<file path="src/rtl/dispatch_pkg.sv">
package dispatch_pkg;

  // Strobes from the sequencing control to the packet datapath.
  typedef struct packed {
    logic loadPkt;  // capture the offered fetch packet
    logic live;     // a fetch packet is held and being issued
  } dispCtrlT;

  typedef enum logic {
    ST_EMPTY = 1'b0,
    ST_HOLD  = 1'b1
  } dispStateT;

endpackage

</file>
<file path="src/rtl/dispatch_datapath.sv">
module dispatch_datapath
  import dispatch_pkg::*;
#(
  parameter int SLOTS  = 8,
  parameter int INSN_W = 32,
  parameter int IDX_W  = $clog2(SLOTS),
  parameter int CNT_W  = $clog2(SLOTS + 1)
) (
  input  logic                    clk,
  input  logic                    rstN,
  input  dispCtrlT                ctrl,
  input  logic [SLOTS*INSN_W-1:0] fpData,
  input  logic [IDX_W-1:0]        cursor,
  output logic [IDX_W-1:0]        grpEnd,
  output logic [SLOTS*INSN_W-1:0] issInsn,
  output logic [SLOTS-1:0]        issMask,
  output logic [CNT_W-1:0]        issCount
);

  localparam int LAST = SLOTS - 1;

  logic [SLOTS*INSN_W-1:0] pktReg;
  logic [INSN_W-1:0]       slotArr [SLOTS];
  logic [SLOTS-1:0]        chainBit;
  logic                    endFound;

  always_ff @(posedge clk or negedge rstN) begin
    if (!rstN) begin
      pktReg <= '0;
    end else if (ctrl.loadPkt) begin
      pktReg <= fpData;
    end
  end

  for (genvar k = 0; k < SLOTS; k++) begin : g_slot
    assign slotArr[k]  = pktReg[k*INSN_W +: INSN_W];
    // The last slot never chains into the next fetch packet.
    if (k == LAST) begin : g_tail
      assign chainBit[k] = 1'b0;
    end else begin : g_body
      assign chainBit[k] = pktReg[k*INSN_W];
    end
  end

  // Scan forward from the cursor to the first slot that does not chain.
  always_comb begin
    grpEnd   = IDX_W'(LAST);
    endFound = 1'b0;
    for (int k = 0; k < SLOTS; k++) begin
      if (!endFound && k >= int'(cursor) && !chainBit[k]) begin
        grpEnd   = IDX_W'(k);
        endFound = 1'b1;
      end
    end
  end

  // Left-justify the group into the issue lanes.
  for (genvar j = 0; j < SLOTS; j++) begin : g_lane
    int   srcIdx;
    logic laneOn;
    always_comb begin
      srcIdx = int'(cursor) + j;
      laneOn = ctrl.live && (srcIdx <= int'(grpEnd));
      issMask[j] = laneOn;
      issInsn[j*INSN_W +: INSN_W] =
        laneOn ? slotArr[IDX_W'(srcIdx)] : '0;
    end
  end

  assign issCount = ctrl.live ? CNT_W'(int'(grpEnd) - int'(cursor) + 1) : '0;


  mask_count_chk: assert property (@(posedge clk) disable iff (!rstN)
    ctrl.live |-> (issMask[0] && ($countones(issMask) == int'(issCount))));


  idle_mask_chk: assert property (@(posedge clk) disable iff (!rstN)
    !ctrl.live |-> (issMask == '0));


  end_order_chk: assert property (@(posedge clk) disable iff (!rstN)
    ctrl.live |-> (grpEnd >= cursor));


  pkt_hold_chk: assert property (@(posedge clk) disable iff (!rstN)
    !ctrl.loadPkt |=> $stable(pktReg));

endmodule

</file>
<file path="src/rtl/dispatch_ctrl.sv">
module dispatch_ctrl
  import dispatch_pkg::*;
#(
  parameter int SLOTS = 8,
  parameter int IDX_W = $clog2(SLOTS)
) (
  input  logic             clk,
  input  logic             rstN,
  input  logic             fpValid,
  input  logic             issReady,
  input  logic [IDX_W-1:0] grpEnd,
  output logic             fpReady,
  output logic             issValid,
  output logic [IDX_W-1:0] cursor,
  output dispCtrlT         ctrl
);

  localparam logic [IDX_W-1:0] LAST_IDX = IDX_W'(SLOTS - 1);

  dispStateT state;
  logic      lastGrp;
  logic      issFire;

  assign issValid = (state == ST_HOLD);
  assign lastGrp  = (grpEnd == LAST_IDX);
  assign issFire  = issValid && issReady;
  assign fpReady  = (state == ST_EMPTY) || (issFire && lastGrp);

  assign ctrl.loadPkt = fpValid && fpReady;
  assign ctrl.live    = issValid;

  always_ff @(posedge clk or negedge rstN) begin
    if (!rstN) begin
      state  <= ST_EMPTY;
      cursor <= '0;
    end else if (ctrl.loadPkt) begin
      state  <= ST_HOLD;
      cursor <= '0;
    end else if (issFire && lastGrp) begin
      state  <= ST_EMPTY;
      cursor <= '0;
    end else if (issFire) begin
      cursor <= grpEnd + 1'b1;
    end
  end


  fetch_gate_chk: assert property (@(posedge clk) disable iff (!rstN)
    (fpReady && issValid) |-> issReady);


  stall_cursor_chk: assert property (@(posedge clk) disable iff (!rstN)
    (issValid && !issReady) |=> (issValid && $stable(cursor)));


  advance_bound_chk: assert property (@(posedge clk) disable iff (!rstN)
    (issFire && !fpReady) |=> (issValid && cursor > $past(cursor)));

endmodule

</file>
<file path="src/rtl/vliw_dispatch.sv">
module vliw_dispatch
  import dispatch_pkg::*;
#(
  parameter int SLOTS  = 8,
  parameter int INSN_W = 32,
  localparam int IDX_W = $clog2(SLOTS),
  localparam int CNT_W = $clog2(SLOTS + 1)
) (
  input  logic                    clk,
  input  logic                    rstN,
  input  logic                    fpValid,
  output logic                    fpReady,
  input  logic [SLOTS*INSN_W-1:0] fpData,
  output logic                    issValid,
  input  logic                    issReady,
  output logic [SLOTS*INSN_W-1:0] issInsn,
  output logic [SLOTS-1:0]        issMask,
  output logic [CNT_W-1:0]        issCount
);

  dispCtrlT         ctrl;
  logic [IDX_W-1:0] cursor;
  logic [IDX_W-1:0] grpEnd;

  dispatch_ctrl #(
    .SLOTS(SLOTS),
    .IDX_W(IDX_W)
  ) ctrl_i (
    .clk     (clk),
    .rstN    (rstN),
    .fpValid (fpValid),
    .issReady(issReady),
    .grpEnd  (grpEnd),
    .fpReady (fpReady),
    .issValid(issValid),
    .cursor  (cursor),
    .ctrl    (ctrl)
  );

  dispatch_datapath #(
    .SLOTS (SLOTS),
    .INSN_W(INSN_W),
    .IDX_W (IDX_W),
    .CNT_W (CNT_W)
  ) dp_i (
    .clk     (clk),
    .rstN    (rstN),
    .ctrl    (ctrl),
    .fpData  (fpData),
    .cursor  (cursor),
    .grpEnd  (grpEnd),
    .issInsn (issInsn),
    .issMask (issMask),
    .issCount(issCount)
  );


  stall_hold_chk: assert property (@(posedge clk) disable iff (!rstN)
    (issValid && !issReady) |=>
      (issValid && $stable(issInsn) && $stable(issMask) && $stable(issCount)));


  load_present_chk: assert property (@(posedge clk) disable iff (!rstN)
    (fpValid && fpReady) |=> (issValid && issMask[0]));


  count_range_chk: assert property (@(posedge clk) disable iff (!rstN)
    issValid |-> (issCount >= CNT_W'(1) && issCount <= CNT_W'(SLOTS)));

endmodule

</file>
<file path="config.mk">
export PLATFORM = sky130hd
export DESIGN_NAME = vliw_dispatch
export DESIGN_NICKNAME = d
export VERILOG_FILES = /design/src/rtl/dispatch_pkg.sv /design/src/rtl/dispatch_datapath.sv /design/src/rtl/dispatch_ctrl.sv /design/src/rtl/vliw_dispatch.sv
export SDC_FILE = /design/constraint.sdc
export NUM_CORES = 1
export LEC_CHECK = 0
export BUFFER_PORTS_ARGS = -buffer_cell sky130_fd_sc_hd__buf_2
export CAP_MARGIN = 20
export CELL_PAD_IN_SITES_DETAIL_PLACEMENT = 0
export CELL_PAD_IN_SITES_GLOBAL_PLACEMENT = 1
export CORE_MARGIN = 3
export CORE_UTILIZATION = 42
export DETAILED_ROUTE_END_ITERATION = 8
export PLACE_DENSITY = 0.89
export SLEW_MARGIN = 25
export SYNTH_ARGS = -nofsm -noshare
export SYNTH_HDL_FRONTEND = slang
export SYNTH_SLANG_ARGS = --single-unit
</file>
<file path="constraint.sdc">
create_clock -name clk -period 5.3 [get_ports clk]
set_input_delay 1.06 -clock clk [delete_from_list [all_inputs] [get_ports clk]]
set_output_delay 1.06 -clock clk [all_outputs]
set_load 0.02 [all_outputs]
</file>
### Yosys cells after proc, flatten, opt, wreduce, memory -nomap -nowiden

Index checks and enable logic that the tools add are counted.

* add/sub/neg operators: 10
* $mul: 0
* div/mod/pow operators: 0
* order comparisons: 23
* equal/unequal tests: 1
* shift operators: 0
* muxes and demuxes: 53
* bitwise gates (word level): 9
* reduce and logical (&&, ||, !) cells: 40

Operators by type and width (count)
* $bmux W32 S3: 8
* $mux W32: 24
* $le A32 B4 Y1: 7
* $mux W3: 11
* $ge A3 B4 Y1 const B: 8
* $logic_and A1 B1 Y1: 24
* $not A3 Y3: 8
* $add A3 B3 Y4 const B: 4
* $logic_not A1 Y1: 13
* $ge A3 B3 Y1 const A: 3
* $mux W1: 9
* $add A3 B2 Y4 const B: 2
* $ge A1 B3 Y1 const A: 2
* $ge A2 B3 Y1 const A: 2
* $add A3 B1 Y4 const B: 1
* $add A4 B2 Y4 const B: 1
* $mux W4: 1
* $sub A3 B3 Y4: 1
* $add A3 B1 Y3 const B: 1
* $eq A3 B3 Y1 const B: 1
* $le A3 B3 Y1: 1
* $reduce_bool A3 Y1: 1
* $reduce_bool A2 Y1: 1
* $logic_or A1 B1 Y1: 1
* $not A1 Y1: 1

* register bits: 260
* bits in latches: 0
* memory bits (writable): 0
* bits in read-only memories: 0
* input bits: 260
* memories kept: 0

### Depth between registers and ports, before layout

* depth after elaboration: 33
* mapped depth: 19

### By module

Synthesis repeated with hierarchy kept, for this count alone.

* cell total of the unflattened synthesis: 1720
* area total of the unflattened synthesis: 20642.3 um^2

By module, submodules not included
* dispatch_datapath: instances 1, cells an instance 1697, area each 20414.6 um^2, sequential area each 6406.1 um^2
* dispatch_ctrl: instances 1, cells an instance 23, area each 227.7 um^2, sequential area each 100.1 um^2

### Worst setup path before layout

No wires, ideal clock.

* path type: register to output
* from: register ctrl_i.cursor[1]
* to: output issInsn[64]
* data arrival time: 3.845 ns
* path slack: 0.395 ns
* stages on the path, launching flop included: 16
* path buffers: 5
* path through: dfrtp_1 clkbuf_2 buf_4 buf_6 buf_4 inv_1 ha_1 nor3b_1 a211o_1 or2_2 inv_1 fa_1 nor2_1 a22oi_1 clkbuf_1 nor3b_1

* word-level cells in the longest chain between the ends: 31

Ends and longest elaborated chain
* from (decl): line dispatch_ctrl.sv:14 `output logic [IDX_W-1:0] cursor,`
* from (signal assigned): line dispatch_ctrl.sv:43 `cursor <= grpEnd + 1'b1;`
* $ge A1 B3 Y1: line dispatch_datapath.sv:50 `if (!endFound && k >= int'(cursor) && !chainBit[k]) begin`
* $logic_and A1 B1 Y1: line dispatch_datapath.sv:50
* $mux W1: line dispatch_datapath.sv:50
* $logic_not A1 Y1: line dispatch_datapath.sv:50
* $logic_and A1 B1 Y1 (2 in series): line dispatch_datapath.sv:50
* $mux W1: line dispatch_datapath.sv:50
* $logic_not A1 Y1: line dispatch_datapath.sv:50
* $logic_and A1 B1 Y1 (2 in series): line dispatch_datapath.sv:50
* (+12 left out)
* $mux W1: line dispatch_datapath.sv:50
* $logic_not A1 Y1: line dispatch_datapath.sv:50
* $logic_and A1 B1 Y1 (2 in series): line dispatch_datapath.sv:50
* $mux W3 / $mux W1 (equally long branches): line dispatch_datapath.sv:50
* $mux W3: line dispatch_datapath.sv:50
* $le A32 B4 Y1: line dispatch_datapath.sv:63 `laneOn = ctrl.live && (srcIdx <= int'(grpEnd));`
* $logic_and A1 B1 Y1: line dispatch_datapath.sv:63
* $mux W32 (*): line dispatch_datapath.sv:66 `laneOn ? slotArr[IDX_W'(srcIdx)] : '0;`
* to (decl): line vliw_dispatch.sv:16 `output logic [SLOTS*INSN_W-1:0] issInsn,`

Mark *: on every way between the ends. The rest lies on a longest branch, timed or not. The select of a mux whose other input is x is not followed.

### Worst setup path in the final report

* from: register ctrl_i.cursor[1]
* to: output issInsn[81]

Same word-level chain as after synthesis.

==> qor.yml <==
cells_and_area:
  final_common_cell: "nand2_1"
  drive_gt1_frac: 0.362
  finalNetCount: 2890
  fillers: 4527
  syn_to_final_growth_pct: 20.9
  final_cell_mix: "840 x nand2_1, 528 x buf_2, 256 x mux4_2, 256 x dfrtp_1, 225 x mux2i_1"
logic_synthesis:
  yosys.area.top_type_share: 0.307
  ys_top_cells_by_area: "dfrtp_1 31%, mux4_2 27%, nand2_1 15%"
  synth.avg_cell_area_um2: 9.78
  yosys_warnings: 0
  netlist_area_um2: 21200
  synth_edf_count: 0
  yosys_most_used_dff: "dfrtp_1"
  seq_area_frac_synth: 0.307
  yosysUniqueCellTypes: 45
  synthesis.nets: 2455
  async_flop_share: 1.00
  syn_inst: 2165
  synth_top_area_cell: "dfrtp_1"
  ys_ff_latch: 260
sta:
  period_share: 0.971
  rsz0062_at_grt: "false"
  max_freq_mhz: 194
  slew_viol_final: 0
  worstMarginPinSlew_ps: 1080
  hold_viol: 0
  max_slew_margin: 0.276
  min_period_ps: 5150
  skew_ps: 16.1
  finalSetupViolCount: 0
  setup_tns_ps: 0
grt:
  antenna_found_initial: 3
  grt_pass1_vias: 20563
  grt_pass1_wl_um: 125000
  track_usage: 0.309
  grt_overflow: 0
  grt_max_degree: 130
critical_path:
  path_class: "flop to output port"
  start_kind: "flop"
  cp.required_ps: 4240
  cp-end-kind: "output port"
  path_cells: "clkinvlp_4 > ha_4 > nor3b_1 > a211o_1 > or2_2 > inv_1 > fa_1 > nor2_2 > o21ai_0 > a22oi_2 > buf_6 > buf_4 > nor3b_2 > buf_2"
  crit_arrival_ps: 4090
  max_stage_delay_ps: 490
  path_max_fanout: 8
  slowest_stage: "dfrtp_4"
die:
  die_y_um: 231
  core_region_area_um2: 49400
  start_util: 0.429
  row_count: 81
  die_area_um2: 53100
  die_w_um: 231
  io_pins: 530
worst_hold_path:
  hp-class: "input port to async pin"
cts:
  clk_latency_ps: 540
  cts_tree: "done"
  root_buffer: "clkbuf_16"
  clkTransAtPathRegs_ps: 60
  clockBufferDepth: 3
  cts.sinks: 260
  cts_max_level: 2
  numCtsBuffers: 35
route:
  dr.first_iter.drc_count: 2299
  drc_errors: 0
  dr.pass1.iters: 5
  ant_nets: 0
  via_per_inst: 6.19
  postRouteWirelength_um: 84100
  avgRoutedWirePerCell_um: 25.6
  vias: 20334
place:
  dp_hpwl_um: 58400
  io_buffers: 529
  globalplace.congestion: 0.926
run:
  drv_cap: 0
outcome:
  status: "finished, final reports clean"
[critical path, delay by kind of cell (launching register included)]
kind,cells,cell delay (ps)
compound gates,3,730
fa+ha+maj,2,690
buf+inv,5,910
flops,1,490
simple gates,4,700
[cells in the mapped netlist (3+ instances only)]
cell type / number
a21oi_1: 35
a22oi_1: 7
and2_1: 3
buf_2: 85
buf_4: 46
buf_6: 5
clkbuf_1: 62
dfrtp_1: 260
ha_1: 28
inv_1: 15
inv_2: 3
mux2i_1: 225
mux4_2: 256
nand2_1: 843
nand2b_1: 7
nor2_1: 10
nor2b_1: 13
nor3_1: 160
nor3b_1: 65
o21ai_0: 8
[final timing paths]
check | to | cells past startpoint | start | slack [ps]
setup / recovery | issInsn[81] | 14 | ctrl_i.cursor[1] | 150
hold / removal | dp_i.pktReg[120] | 1 | rstN | 520
setup reg to reg | dp_i.pktReg[59] | 13 | ctrl_i.cursor[1] | 1430
hold reg to reg | dp_i.pktReg[184] | 2 | dp_i.pktReg[184] | 550
max in group asynchronous | ctrl_i.cursor[0] | 2 | rstN | 3340
min in group clk | dp_i.pktReg[184] | 2 | dp_i.pktReg[184] | 550
[routing by layer]
layer | share of wire | wire (um) | global-route usage | vias up
li1 | - | - | - | 8571
met5 | 0.00024 | 20 | 0 | -
met1 | 0.37 | 31100 | 0.393 | 10077
met4 | 0.057 | 4820 | 0.166 | 2
met2 | 0.47 | 39600 | 0.495 | 1390
met3 | 0.10 | 8540 | 0.0686 | 294
[timing repair]
item | 4_1_cts | 5_1_grt
hold buffers | 0 | 0
resized for setup | 10 | 10
pin swaps | 4 | 2
cloned | 0 | 1
setup endpoints to repair | 143 | 225
setup buffers | 8 | 9
[per-stage QoR]
step	area (um^2)	util	cells	hold WS, ps	setup WS (ps)
global placement	24200	0.490	3207	511	104
CTS	25400	0.515	3273	542	20.3
finish	25600	0.518	3286	522	154
detailed placement	24200	0.491	3208	528	259
floorplan	21200	-	2165	491	395
global route	25600	0.518	3286	568	6.78
[logic make-up (layout without fill, tap and decap cells)]
kind of cell               Yosys count  count (layout)  synth area share
AOI/OAI and AO/OA                   63              63            0.0180
xor gates and xnor gates             3               3           0.00248
adders and majority gates           30              30            0.0184
buffers and inverters              220             675            0.0540
DFF                                260             260             0.307
muxes                              481             481             0.379
other                                0               2                 0
and+or+nand+nor                   1108            1108             0.221
[cell type report]
class                           count  area [um^2]  area share
Antenna cell                        2         5.00    0.000196
Clock inverter                     10          103     0.00401
Sequential cell                   260         6520       0.255
Tap cell                          664          831      0.0325
Timing Repair Buffer              599         3370       0.132
Clock buffer                       47          993      0.0388
Inverter                           19         78.8     0.00308
Multi-Input combinational cell   1685        13700       0.535
[flip-flops by register name, indices dropped and copies added (netlist names)]
| signal | count |
|---|---|
| dp_i.pktReg | 256 |
| ctrl_i.issValid | 1 |
| ctrl_i.cursor | 3 |
Power is not shown: default switching activity piles up to over one toggle a cycle in this logic, so the estimate is an artifact.
